`src/rtl/jps_pkg.sv`:
```
package jps_pkg;

  typedef enum logic [3:0] {
    ST_TLR, ST_RTI,
    ST_SEL_DR, ST_CAP_DR, ST_SH_DR, ST_EX1_DR, ST_PAU_DR, ST_EX2_DR, ST_UPD_DR,
    ST_SEL_IR, ST_CAP_IR, ST_SH_IR, ST_EX1_IR, ST_PAU_IR, ST_EX2_IR, ST_UPD_IR
  } tap_state_e;

  function automatic tap_state_e tap_next(tap_state_e s, logic m);
    tap_state_e n;
    unique case (s)
      ST_TLR:    n = m ? ST_TLR    : ST_RTI;
      ST_RTI:    n = m ? ST_SEL_DR : ST_RTI;
      ST_SEL_DR: n = m ? ST_SEL_IR : ST_CAP_DR;
      ST_CAP_DR: n = m ? ST_EX1_DR : ST_SH_DR;
      ST_SH_DR:  n = m ? ST_EX1_DR : ST_SH_DR;
      ST_EX1_DR: n = m ? ST_UPD_DR : ST_PAU_DR;
      ST_PAU_DR: n = m ? ST_EX2_DR : ST_PAU_DR;
      ST_EX2_DR: n = m ? ST_UPD_DR : ST_SH_DR;
      ST_UPD_DR: n = m ? ST_SEL_DR : ST_RTI;
      ST_SEL_IR: n = m ? ST_TLR    : ST_CAP_IR;
      ST_CAP_IR: n = m ? ST_EX1_IR : ST_SH_IR;
      ST_SH_IR:  n = m ? ST_EX1_IR : ST_SH_IR;
      ST_EX1_IR: n = m ? ST_UPD_IR : ST_PAU_IR;
      ST_PAU_IR: n = m ? ST_EX2_IR : ST_PAU_IR;
      ST_EX2_IR: n = m ? ST_UPD_IR : ST_SH_IR;
      ST_UPD_IR: n = m ? ST_SEL_DR : ST_RTI;
      default:   n = ST_TLR;
    endcase
    return n;
  endfunction

  function automatic logic is_shift(tap_state_e s);
    return (s == ST_SH_IR) || (s == ST_SH_DR);
  endfunction

endpackage

```
`src/rtl/jps_pin_sync.sv`:
```
module jps_pin_sync #(
  parameter int W      = 4,
  parameter int STAGES = 2
) (
  input  logic         clk,
  input  logic         rst,
  input  logic [W-1:0] d,
  output logic [W-1:0] q
);
  logic [W-1:0] chain [STAGES];

  for (genvar g = 0; g < STAGES; g++) begin : g_stage
    if (g == 0) begin : g_first
      always_ff @(posedge clk) begin
        if (rst) chain[g] <= '0;
        else     chain[g] <= d;
      end
    end else begin : g_next
      always_ff @(posedge clk) begin
        if (rst) chain[g] <= '0;
        else     chain[g] <= chain[g-1];
      end
    end
  end

  assign q = chain[STAGES-1];
endmodule

```
`src/rtl/jps_tap_fsm.sv`:
```
module jps_tap_fsm
  import jps_pkg::*;
(
  input  logic       clk,
  input  logic       rst,
  input  logic       tck_rise,
  input  logic       tms_s,
  output tap_state_e state
);
  always_ff @(posedge clk) begin
    if (rst)           state <= ST_TLR;
    else if (tck_rise) state <= tap_next(state, tms_s);
  end

  // consecutive TMS-high rising edges, saturating, for the reset check
  logic [2:0] ones_run;
  always_ff @(posedge clk) begin
    if (rst) ones_run <= '0;
    else if (tck_rise) ones_run <= tms_s ? ((ones_run == 3'd5) ? ones_run : ones_run + 3'd1) : 3'd0;
  end

  AST_FIVE_ONES_RESET: assert property (@(posedge clk) disable iff (rst)
    (ones_run == 3'd5) |-> (state == ST_TLR));
  AST_STATE_ON_EDGE: assert property (@(posedge clk) disable iff (rst)
    !tck_rise |=> $stable(state));
endmodule

```
`src/rtl/jps_master_path.sv`:
```
module jps_master_path
  import jps_pkg::*;
#(
  parameter int IR_W = 5
) (
  input  logic            clk,
  input  logic            rst,
  input  logic            tck_rise,
  input  logic            active,
  input  logic            force_bypass,
  input  logic            tdi_s,
  input  tap_state_e      state,
  output logic [IR_W-1:0] ir_q,
  output logic            master_bit
);
  localparam logic [IR_W-1:0] IR_BYPASS = '1;
  localparam logic [IR_W-1:0] IR_CAPT   = IR_W'(1);

  logic [IR_W-1:0] ir_shift;
  logic            byp;

  always_ff @(posedge clk) begin
    if (rst) begin
      ir_shift <= '0;
      ir_q     <= IR_BYPASS;
      byp      <= 1'b0;
    end else begin
      if (state == ST_TLR || force_bypass)
        ir_q <= IR_BYPASS;
      else if (tck_rise && active && state == ST_UPD_IR)
        ir_q <= ir_shift;
      if (tck_rise && active) begin
        case (state)
          ST_CAP_IR: ir_shift <= IR_CAPT;
          ST_SH_IR:  ir_shift <= {tdi_s, ir_shift[IR_W-1:1]};
          ST_CAP_DR: byp      <= 1'b0;
          ST_SH_DR:  byp      <= tdi_s;
          default:   ;
        endcase
      end
    end
  end

  assign master_bit = (state == ST_SH_IR) ? ir_shift[0] : byp;

  AST_IR_FROZEN: assert property (@(posedge clk) disable iff (rst)
    (!active && $past(!active)) |-> ($stable(ir_q) && $stable(ir_shift)));
  AST_CAPTURE_VALUE: assert property (@(posedge clk) disable iff (rst)
    (tck_rise && active && state == ST_CAP_IR) |=> (ir_shift == IR_CAPT));
endmodule

```
`src/rtl/jps_port_share.sv`:
```
module jps_port_share
  import jps_pkg::*;
#(
  parameter int N_AUX       = 4,
  parameter int IR_W        = 5,
  parameter int SYNC_STAGES = 2
) (
  input  logic             clk,
  input  logic             rst,
  input  logic             tck,
  input  logic             tms,
  input  logic             tdi,
  output logic             tdo,
  output logic             tdo_oe,
  output logic             aux_tck,
  output logic [N_AUX-1:0] aux_tms,
  output logic [N_AUX-1:0] aux_tdi,
  input  logic [N_AUX-1:0] aux_tdo
);
  localparam int SEL_W = (N_AUX > 1) ? $clog2(N_AUX) : 1;
  localparam int HI_W  = IR_W - SEL_W;
  localparam logic [HI_W-1:0] ACCESS_HI = HI_W'(1) << (HI_W - 1);
  localparam int SW    = N_AUX + 3;

  // pin synchronizer and TCK edge detection
  logic [SW-1:0]    pins_s;
  logic             tck_s, tms_s, tdi_s, tck_q;
  logic [N_AUX-1:0] aux_tdo_s;
  logic             tck_rise, tck_fall;

  jps_pin_sync #(.W(SW), .STAGES(SYNC_STAGES)) u_sync (
    .clk(clk), .rst(rst), .d({aux_tdo, tdi, tms, tck}), .q(pins_s)
  );
  assign {aux_tdo_s, tdi_s, tms_s, tck_s} = pins_s;

  always_ff @(posedge clk) begin
    if (rst) tck_q <= 1'b0;
    else     tck_q <= tck_s;
  end
  assign tck_rise = tck_s & ~tck_q;
  assign tck_fall = ~tck_s & tck_q;

  // TAP state, tracked on the pin TMS regardless of owner
  tap_state_e state;
  jps_tap_fsm u_fsm (
    .clk(clk), .rst(rst), .tck_rise(tck_rise), .tms_s(tms_s), .state(state)
  );

  // ownership
  logic             own_v, pause_seen, reclaim;
  logic [SEL_W-1:0] own_sel;
  logic [IR_W-1:0]  ir_q;
  logic             master_bit;
  logic             sel_ok, access_ir;

  if (N_AUX == (1 << SEL_W)) begin : g_sel_full
    assign sel_ok = 1'b1;
  end else begin : g_sel_part
    assign sel_ok = (int'(ir_q[SEL_W-1:0]) < N_AUX);
  end
  assign access_ir = (ir_q[IR_W-1:SEL_W] == ACCESS_HI) && sel_ok;
  assign reclaim   = own_v && tck_rise && (state == ST_UPD_DR) && pause_seen;

  jps_master_path #(.IR_W(IR_W)) u_master (
    .clk(clk), .rst(rst), .tck_rise(tck_rise), .active(!own_v),
    .force_bypass(reclaim), .tdi_s(tdi_s), .state(state),
    .ir_q(ir_q), .master_bit(master_bit)
  );

  always_ff @(posedge clk) begin
    if (rst || state == ST_TLR) begin
      own_v      <= 1'b0;
      own_sel    <= '0;
      pause_seen <= 1'b0;
    end else if (!own_v) begin
      if (access_ir) begin
        own_v   <= 1'b1;
        own_sel <= ir_q[SEL_W-1:0];
      end
    end else if (tck_rise) begin
      case (state)
        ST_PAU_DR: pause_seen <= 1'b1;
        ST_CAP_DR: pause_seen <= 1'b0;
        ST_UPD_DR: if (pause_seen) begin
          own_v      <= 1'b0;
          pause_seen <= 1'b0;
        end
        default: ;
      endcase
    end
  end

  // auxiliary side: forwarded to the owner, parked low otherwise
  always_ff @(posedge clk) begin
    if (rst) aux_tck <= 1'b0;
    else     aux_tck <= tck_s;
  end

  for (genvar i = 0; i < N_AUX; i++) begin : g_aux
    logic mine;
    assign mine = own_v && (int'(own_sel) == i);
    always_ff @(posedge clk) begin
      if (rst) begin
        aux_tms[i] <= 1'b0;
        aux_tdi[i] <= 1'b0;
      end else begin
        aux_tms[i] <= mine & tms_s;
        aux_tdi[i] <= mine & tdi_s;
      end
    end
  end

  // pin TDO, updated on the falling TCK edge
  always_ff @(posedge clk) begin
    if (rst) begin
      tdo    <= 1'b0;
      tdo_oe <= 1'b0;
    end else if (tck_fall) begin
      tdo_oe <= is_shift(state);
      if (!is_shift(state)) tdo <= 1'b0;
      else if (own_v)       tdo <= aux_tdo_s[own_sel];
      else                  tdo <= master_bit;
    end
  end

  AST_OE_IN_SHIFT: assert property (@(posedge clk) disable iff (rst)
    $rose(tdo_oe) |-> is_shift(state));
  AST_SINGLE_OWNER: assert property (@(posedge clk) disable iff (rst)
    $onehot0(aux_tms) && $onehot0(aux_tdi));
  AST_PARKED: assert property (@(posedge clk) disable iff (rst)
    (!own_v && $past(!own_v)) |-> (aux_tms == '0 && aux_tdi == '0));
  AST_GRANT_AFTER_UIR: assert property (@(posedge clk) disable iff (rst)
    $rose(own_v) |-> (state == ST_RTI || state == ST_SEL_DR));
  AST_RECLAIM_PAUSED: assert property (@(posedge clk) disable iff (rst)
    $fell(own_v) |-> ($past(pause_seen) || $past(state) == ST_TLR));
endmodule

```
`config.mk`:
```
export PLATFORM = sky130hd
export DESIGN_NAME = jps_port_share
export DESIGN_NICKNAME = d
export VERILOG_FILES = /design/src/rtl/jps_pkg.sv /design/src/rtl/jps_pin_sync.sv /design/src/rtl/jps_tap_fsm.sv /design/src/rtl/jps_master_path.sv /design/src/rtl/jps_port_share.sv
export SDC_FILE = /design/constraint.sdc
export NUM_CORES = 1
export LEC_CHECK = 0
export CAP_MARGIN = 25
export CORE_MARGIN = 3
export CORE_UTILIZATION = 52
export CTS_BUF_LIST = sky130_fd_sc_hd__clkbuf_4 sky130_fd_sc_hd__clkbuf_8
export DETAILED_ROUTE_END_ITERATION = 16
export PLACE_DENSITY_LB_ADDON = 0.3
export SLEW_MARGIN = 5
export SYNTH_ARGS = -nofsm -noshare
export SYNTH_HDL_FRONTEND = slang
export SYNTH_SLANG_ARGS = --single-unit
```
`constraint.sdc`:
```
create_clock -name clk -period 1.3 [get_ports clk]
set_input_delay 0.26 -clock clk [delete_from_list [all_inputs] [get_ports clk]]
set_output_delay 0.26 -clock clk [all_outputs]
set_load 0.01 [all_outputs]
```
Word-level counts from Yosys, hierarchy flattened
Memory sizes are Yosys's and may differ from the RTL's. Index checks and enable logic that the tools add are counted.

Memories kept: 1. Input bits: 9. Logic and storage cells: 112. Register bits after elaboration: 30. Output and inout bits: 11. Memory bits (writable): 14.

$lt $le $gt $ge: 1. Mux-type cells: 31. Reduce and logical (&&, ||, !) cells: 27. Equal/unequal tests: 19. Bitwise gates (word level): 15.

Memories: u_sync.chain (words 2, width 7, rd ports 2, clocked after memory_dff 0, write ports 2, line jps_pin_sync.sv:10) `logic [W-1:0] chain [STAGES];`.

Operators with widths (number): $pmux W4 S12 (1); $eq A4 B4 Y1 const B (8); $eq A4 B3 Y1 const B (4); $mux W4 (4); $mux W1 (15); $mux W7 (2); $and A1 B1 Y1 (10); $pmux W5 S2 (1); $logic_and A1 B1 Y1 (9); $eq A4 B2 Y1 const B (2); $reduce_or A2 Y1 (4); $mux W2 (3); $mux W3 (2); $reduce_and A2 Y1 (3); $reduce_bool A2 Y1 (3); $eq A2 B2 Y1 const B (2); $eq A4 B1 Y1 const B (1); $logic_not A4 Y1 (1); $pmux W1 S2 (2); $eq A3 B3 Y1 const B (1); $logic_or A1 B1 Y1 (3); $lt A2 B3 Y1 const B (1); $not A1 Y1 (3); $reduce_and A3 Y1 (1); 6 further kinds (7).

Longest topological paths before layout
Gate-level depths: netlist of run 1.

Depth in word-level cells: 7. Mapped depth: 6. Gate-level depth less buffers: 4.

Cells and area by module
A second synthesis of run 1 with hierarchy kept.

Cells, all modules: 195. Area, all modules: 1949.4 µm².

By module, submodules not included: jps_port_share (area each 661.9 µm², seq. area each 300.3 µm², cells each 68, times used 1); jps_master_path (area each 519.2 µm², seq. area each 220.2 µm², cells each 55, times used 1); jps_pin_sync (area each 407.9 µm², seq. area each 280.3 µm², cells each 29, times used 1); jps_tap_fsm (area each 360.3 µm², seq. area each 80.1 µm², cells each 43, times used 1).

Least setup slack after synthesis of run 1
No wires, ideal clock.

Path kind: flip-flop to flip-flop. Start: register, netlist name aux_tck. End: register u_master.ir_q[0]. Setup slack: -0.166 ns. Library setup time: 0.129 ns. Stages on the path, launching flop included: 6. Clock period less this slack: 1.466 ns. Arrival time: 1.336 ns. Buffers on the path: 1. Path through: dfxtp_1 -> nand2b_1 -> buf_6 -> nor4_4 -> mux2i_1 -> nand2_1.

RTL lines: end signal: assignment (line jps_master_path.sv:31) `ir_q <= ir_shift;`; end: declaration (line jps_master_path.sv:13) `output logic [IR_W-1:0] ir_q,`.

Final worst setup path of run 1
Start: register u_fsm.state[3]. End: register u_fsm.state[3].

Cells in the longest elaborated chain, start to end: 3. Elaborated cells between the ends (all ways): 20.

RTL lines: start: declaration (line jps_tap_fsm.sv:8) `output tap_state_e state`; start signal: assignment (line jps_tap_fsm.sv:12) `else if (tck_rise) state <= tap_next(state, tms_s);`; $eq A4 B4 Y1, or another cell as far along (line jps_pkg.sv:11) `unique case (s)`; $reduce_or A3 Y1 (no line) or $reduce_or A2 Y1 (tied branches); $pmux W4 S12 (*) (line jps_pkg.sv:11).

Every way passes the cells marked *; elsewhere a longest branch is shown, timed or not. A chain may end at the register's enable or synchronous reset.

==> results of run 1 <==
per-layer routing:
layer / vias to the layer above / wire (um) / global-route usage
li1: 765 / - / -
met1: 761 / 1700 / 0.2500
met2: 80 / 2440 / 0.4087
met3: 13 / 258 / 0.03986
met4: 0 / 86 / 0.1029
met5: - / 0 / 0
logic make-up after synthesis:
family / synth area share
simple gates: 0.2898
flops: 0.4869
compound gates: 0.1127
buf+inv: 0.05049
mux: 0.05533
xor+xnor: 0.004842
cell type report:
cell class,instances,area (um2)
tap,44,55.05
sequential,44,904.6
multi-input combinational,138,937.1
clock inverter,2,12.51
timing repair buffer,48,406.6
clock buffer,5,37.54
fill,234,817.0
inverter,2,7.507
synth_stat cells (all sizes together) (4+ instances only):
cell type	instances
dfxtp	44
nor2	17
nand2	15
nor3	9
nand3	11
a21oi	17
mux2i	10
nand2b	8
clkbuf	5
buf	12
nand3b	4
nor2b	18
state kept, by name, indices dropped and copies added (netlist names), 2 cells and up:
register,flops
aux_tms,4
u_sync.chain,14
u_master.ir_shift,5
u_fsm.state,4
aux_tdi,4
own_sel,2
u_master.ir_q,5
worst max-delay path by stage:
stage	cells after the start	slack, ps	end
4_1_cts	4	-9	tdo$_SDFFE_PP0P_
3_5_place_dp	4	-240	tdo$_SDFFE_PP0P_
5_1_grt	5	-70	u_fsm.state[3]$_SDFFE_PP0N_
6_report	5	-30	u_fsm.state[3]$_SDFFE_PP0N_
3_3_place_gp	4	-140	tdo$_SDFFE_PP0P_
2_1_floorplan	5	-5	u_master.ir_q[0]$_SDFFE_PP1P_
repair_timing:
item | in CTS | in global routing
endpoints found under the setup margin | 25 | 19
hold buffers | 0 | 0
gates resized for setup | 30 | 14
setup buffers | 2 | 2
pin swaps | 2 | 6
hold endpoints to repair | 0 | 0
power breakdown:
part	switching [mW]	total, mW	internal, mW
Clock	0.411	0.609	0.198
Sequential	0.0236	1.39	1.37
Combinational	0.0874	0.187	0.0991
stage by stage:
stage               worst slack [ps]  power [mW]  utilization  instance area, um2
detailed placement            -244.5       1.591       0.6846                2176
floorplan                     -5.304       1.519            -                1846
CTS                           -9.338       2.191       0.7201                2288
global route                  -72.03       2.280       0.7429                2361
global placement              -136.0       1.580       0.6846                2176
finish                        -34.08       2.186       0.7429                2361
==> out/results.tsv, run 1 <==
metric	value	unit
Synth warnings	0	
DRC viols	0	
Max Freq	749.6	MHz
crit-path max cell delay	390	ps
first-pass GRT wire length	7258	um
crit start category	register	
CP startpoint	u_fsm.state[3]$_SDFFE_PP0N_	
post-route insts no fill	283	
Final setup viols	2	
Mapped Cells	201	
core area	3178	um2
crit share post-route	1.026	
vias in the first global route	1587	
Setup CP Type	register to register	
Detailed Routing Iterations Pass 1	4	
P&R area growth vs syn	30.50	%
critical path capture point type	register	
failing checks	setup timing	
Post-Syn Area	1809	um2
R2R Setup Slk	-30	ps
Sink Count	44	
fin. max-slew vios	0	
VDD IR-drop max	0.8757	mV
worst path buffer plus inverter count	1	
drt via density	5.721	
largest area contributor in the netlist	dfxtp_1	
Req. time, crit path	1540	ps
ANT nets after route	0	
Clock Path Buffers	2	
predominant post-synthesis flop cell	dfxtp_1	
pwr/cell area	925.8	nW/um2
Slew HR	0.7885	
Worst Path Max Fanout	7	
top cells by area, synth	dfxtp_1 (49%), nor2b_1 (6.2%), mux2i_1 (5.5%)	
most common cell after layout, fill and taps aside	dfxtp_1	
Worst EP arrival	1580	ps
Avg WL per Cell	15.84	um
asr flop ratio synth	0	
Worst Hold Class	register to register	
hold path endpoint	u_sync.chain[1][2]$_SDFF_PP0_	
RSZ-0062 raised after global routing	yes	
most frequent cells in the layout	dfxtp_1 (35), buf_4 (26), nor2_1 (17), nor2b_1 (17), a21oi_1 (16)	
H-tree depth	2	
pin count of the biggest net entering global routing	20	
Port Buffers	19	
setup tns final	-47.57	ps
Post-Route Hold Slack	439.4	ps
drt initial violations	95	
PnR worst setup slack	-34.08	ps
final hold violations	0	
CTS Buf Count	5	
HPWL after detailed placement	3157	um
Mapped Nets	210	
DIE WIDTH	64.99	um
sequential-to-total area share from yosys stat	0.4869	
RePlAce Congestion	0.8145	
Worst-path clk slew	130	ps
clk_skew	12.48	ps
hold path cells	1	
initial antenna violation count	0	
leakage power figure	0.8900	nW
layout cells sized above 1	0.2636	
DIE AREA	4223	um2
FP Rows	20	
worst r2r src	u_fsm.state[3]$_SDFFE_PP0N_	
r2r worst-path depth	5	
Post-Syn Area per Cell	9.001	um2
GRT Total Usage	0.2241	
# IOs	20	
outcome	finished with violations	
worst-skew pair later-pin latency	340	ps
reg2reg end	u_fsm.state[3]$_SDFFE_PP0N_	
placed cells	272	
worst slew pin tran	316.0	ps
Max Cap Violations	0	
initial core utilization	0.5693	
Hold Path Origin	u_sync.chain[0][2]$_SDFF_PP0_	
EDFF count, synth	0	
DR vias	1619	
fin crit period	1334	ps
NumNets Final	248	
cells along the critical path	buf_4 > nor2_1 > nand3b_1 > o311a_1 > nor3_1	
grt total ovfl	0	
synthesized flop and latch total	44	
Synth top area share	0.4869	
Clock Tree Root	clkbuf_4	
Netlist cell types	40	
CP top delay family	simple AND/OR/NAND/NOR gates	
Inserted Diodes	0	
die height	64.99	um
crit path max-delay cell type	dfxtp_4	
Post-Route WL	4484	um
CTS tree	built	
No activity file was read; power rests on OpenSTA's default activity.
==> inputs of run 2 (changes only) <==
--- a/constraint.sdc
+++ b/constraint.sdc
@@ -3,2 +3,2 @@
 set_output_delay 0.26 -clock clk [all_outputs]
-set_load 0.01 [all_outputs]
+set_load 0.05 [all_outputs]
==> run 2 against run 1 <==
Compared with the run above: the run still ends with setup timing left; first-iteration DRC count fell by 35%; sequential share of layout area fell by 1.6 points; core utilization rose by 3.1 points; sequential power barely moved; critical path depth did not move; highest routed layer unchanged; largest cell class unchanged; via count fell by 6.5%; final cell count fell by 1.8%; non-clock buffer count fell by 6; critical endpoint is now u_master.ir_q[0]$_SDFFE_PP1P_; setup slack improved by 20 ps; global-route usage fell by 0.67 points; design area rose by 4.2%; die area did not move.
==> out/results.tsv, run 2 (synthesis gave the netlist of run 1 again) <==
metric	value	unit
outcome	finished with violations	
failing checks	setup timing	
P&R area growth vs syn	35.96	%
Worst EP arrival	1590	ps
DIE AREA	4223	um2
Post-Route WL	4036	um
CTS Buf Count	5	
setup tns final	-23.87	ps
final hold violations	0	
Sink Count	44	
Detailed Routing Iterations Pass 1	4	
Worst Hold Class	input pin to register	
crit start category	register	
grt total ovfl	0	
fin. max-slew vios	0	
clk_skew	14.83	ps
drt initial violations	62	
NumNets Final	242	
GRT Total Usage	0.2174	
crit share post-route	1.011	
worst r2r src	u_fsm.state[2]$_SDFFE_PP0N_	
area of the multi-input gates	915.9	um2
DIE WIDTH	64.99	um
r2r worst-path depth	5	
R2R Setup Slk	-10	ps
worst-skew pair later-pin latency	370	ps
Post-Route Hold Slack	436.9	ps
Slew HR	0.7886	
register area	903.4	um2
CTS tree	built	
filler instances	215	
DRC viols	0	
core area	3178	um2
DR vias	1514	
Max Freq	760.8	MHz
layout cells sized above 1	0.2906	
drt via density	5.446	
Post-CTS Setup Bufs	0	
RePlAce Congestion	0.8147	
# IOs	20	
Hold Path Origin	aux_tdo[2]	
vias in the first global route	1511	
critical path capture point type	register	
Clock Tree Root	clkbuf_4	
FP Rows	20	
Worst-path clk slew	130	ps
first-pass GRT wire length	6948	um
die height	64.99	um
hold path endpoint	u_sync.chain[0][5]$_SDFF_PP0_	
reg2reg end	u_master.ir_q[0]$_SDFFE_PP1P_	
Avg WL per Cell	14.52	um
fin crit period	1314	ps
Req. time, crit path	1580	ps
VDD IR-drop max	0.8559	mV
Clock Path Buffers	2	
leakage power figure	0.8695	nW
Worst Path Max Fanout	6	
hold path cells	2	
Largest Register	u_sync.chain	
Largest register FFs	14	
Largest regs	u_sync.chain: 14 flops, u_master.ir_q: 5 flops, u_master.ir_shift: 5 flops	
Setup CP Type	register to register	
Port Buffers	19	
Max Cap Violations	0	
CP startpoint	u_fsm.state[2]$_SDFFE_PP0N_	
initial antenna violation count	0	
initial core utilization	0.5693	
most frequent cells in the layout	dfxtp_1 (36), buf_4 (19), nor2_1 (17), a21oi_1 (17), nor2b_1 (16)	
pin count of the biggest net entering global routing	17	
ANT nets after route	0	
pwr/cell area	1003	nW/um2
Final setup viols	2	
RSZ-0062 raised after global routing	yes	
Inserted Diodes	0	
worst slew pin tran	314.3	ps
HPWL after detailed placement	2944	um
PnR worst setup slack	-14.39	ps
most common cell after layout, fill and taps aside	dfxtp_1	
H-tree depth	2	
run 2: worst max path at each step:
stage / endpoint / slack, ps / depth (start not counted)
2_1_floorplan: u_master.ir_q[0]$_SDFFE_PP1P_ / -80 / 5
3_3_place_gp: u_fsm.state[1]$_SDFFE_PP0N_ / -60 / 5
3_5_place_dp: u_fsm.state[1]$_SDFFE_PP0N_ / -150 / 5
4_1_cts: u_master.ir_q[4]$_SDFFE_PP1P_ / -60 / 5
5_1_grt: u_master.ir_q[1]$_SDFFE_PP1P_ / -60 / 5
6_report: u_master.ir_q[0]$_SDFFE_PP1P_ / -10 / 5
run 2: timing repair:
item | CTS | global route
hold buffers | 0 | 0
endpoints found under the setup margin | 17 | 21
pin swaps | 0 | 2
cloned | 0 | 0
resized for setup | 10 | 22
run 2: area by class of cell:
| cell class | count | area share |
|---|---|---|
| clock inverters | 2 | 0.01577 |
| inverters | 2 | 0.003052 |
| well taps | 44 | 0.02238 |
| multi-input cells | 138 | 0.3723 |
| flip-flops and latches | 44 | 0.3672 |
| clock buffers | 6 | 0.02085 |
| repair buffers | 42 | 0.1984 |
run 2: where the power goes:
group | switching, mW | internal (mW) | leakage (nW)
clock | 0.444 | 0.461 | 0.0484
sequential | 0.0205 | 1.37 | 0.363
combinational | 0.0815 | 0.0925 | 0.458
run 2: critical path, stage by stage (launching register included):
cell,delay (ps)
dfxtp_4,420
nand2_2,90
nor4_4,270
buf_6,170
mux2i_2,210
nand2_1,70
run 2: routing by layer:
layer | track usage | wire (um) | vias up
li1 | - | - | 756
met1 | 0.2530 | 1644 | 716
met2 | 0.3793 | 2126 | 34
met3 | 0.05893 | 172 | 8
met4 | 0.07916 | 93 | 0
met5 | 0 | 0 | -
run 2: per-stage QoR:
| stage | setup slack [ps] | area (um2) | total power, mW | std cells | utilization |
|---|---|---|---|---|---|
| 5_1_grt | -64.00 | 2460 | 2.564 | 278 | 0.7740 |
| 6_report | -14.39 | 2460 | 2.466 | 278 | 0.7740 |
| 3_5_place_dp | -153.3 | 2265 | 1.582 | 270 | 0.7126 |
| 4_1_cts | -56.60 | 2382 | 2.487 | 278 | 0.7496 |
| 3_3_place_gp | -57.17 | 2265 | 1.575 | 270 | 0.7126 |
| 2_1_floorplan | -79.41 | 1823 | 1.515 | 201 | - |
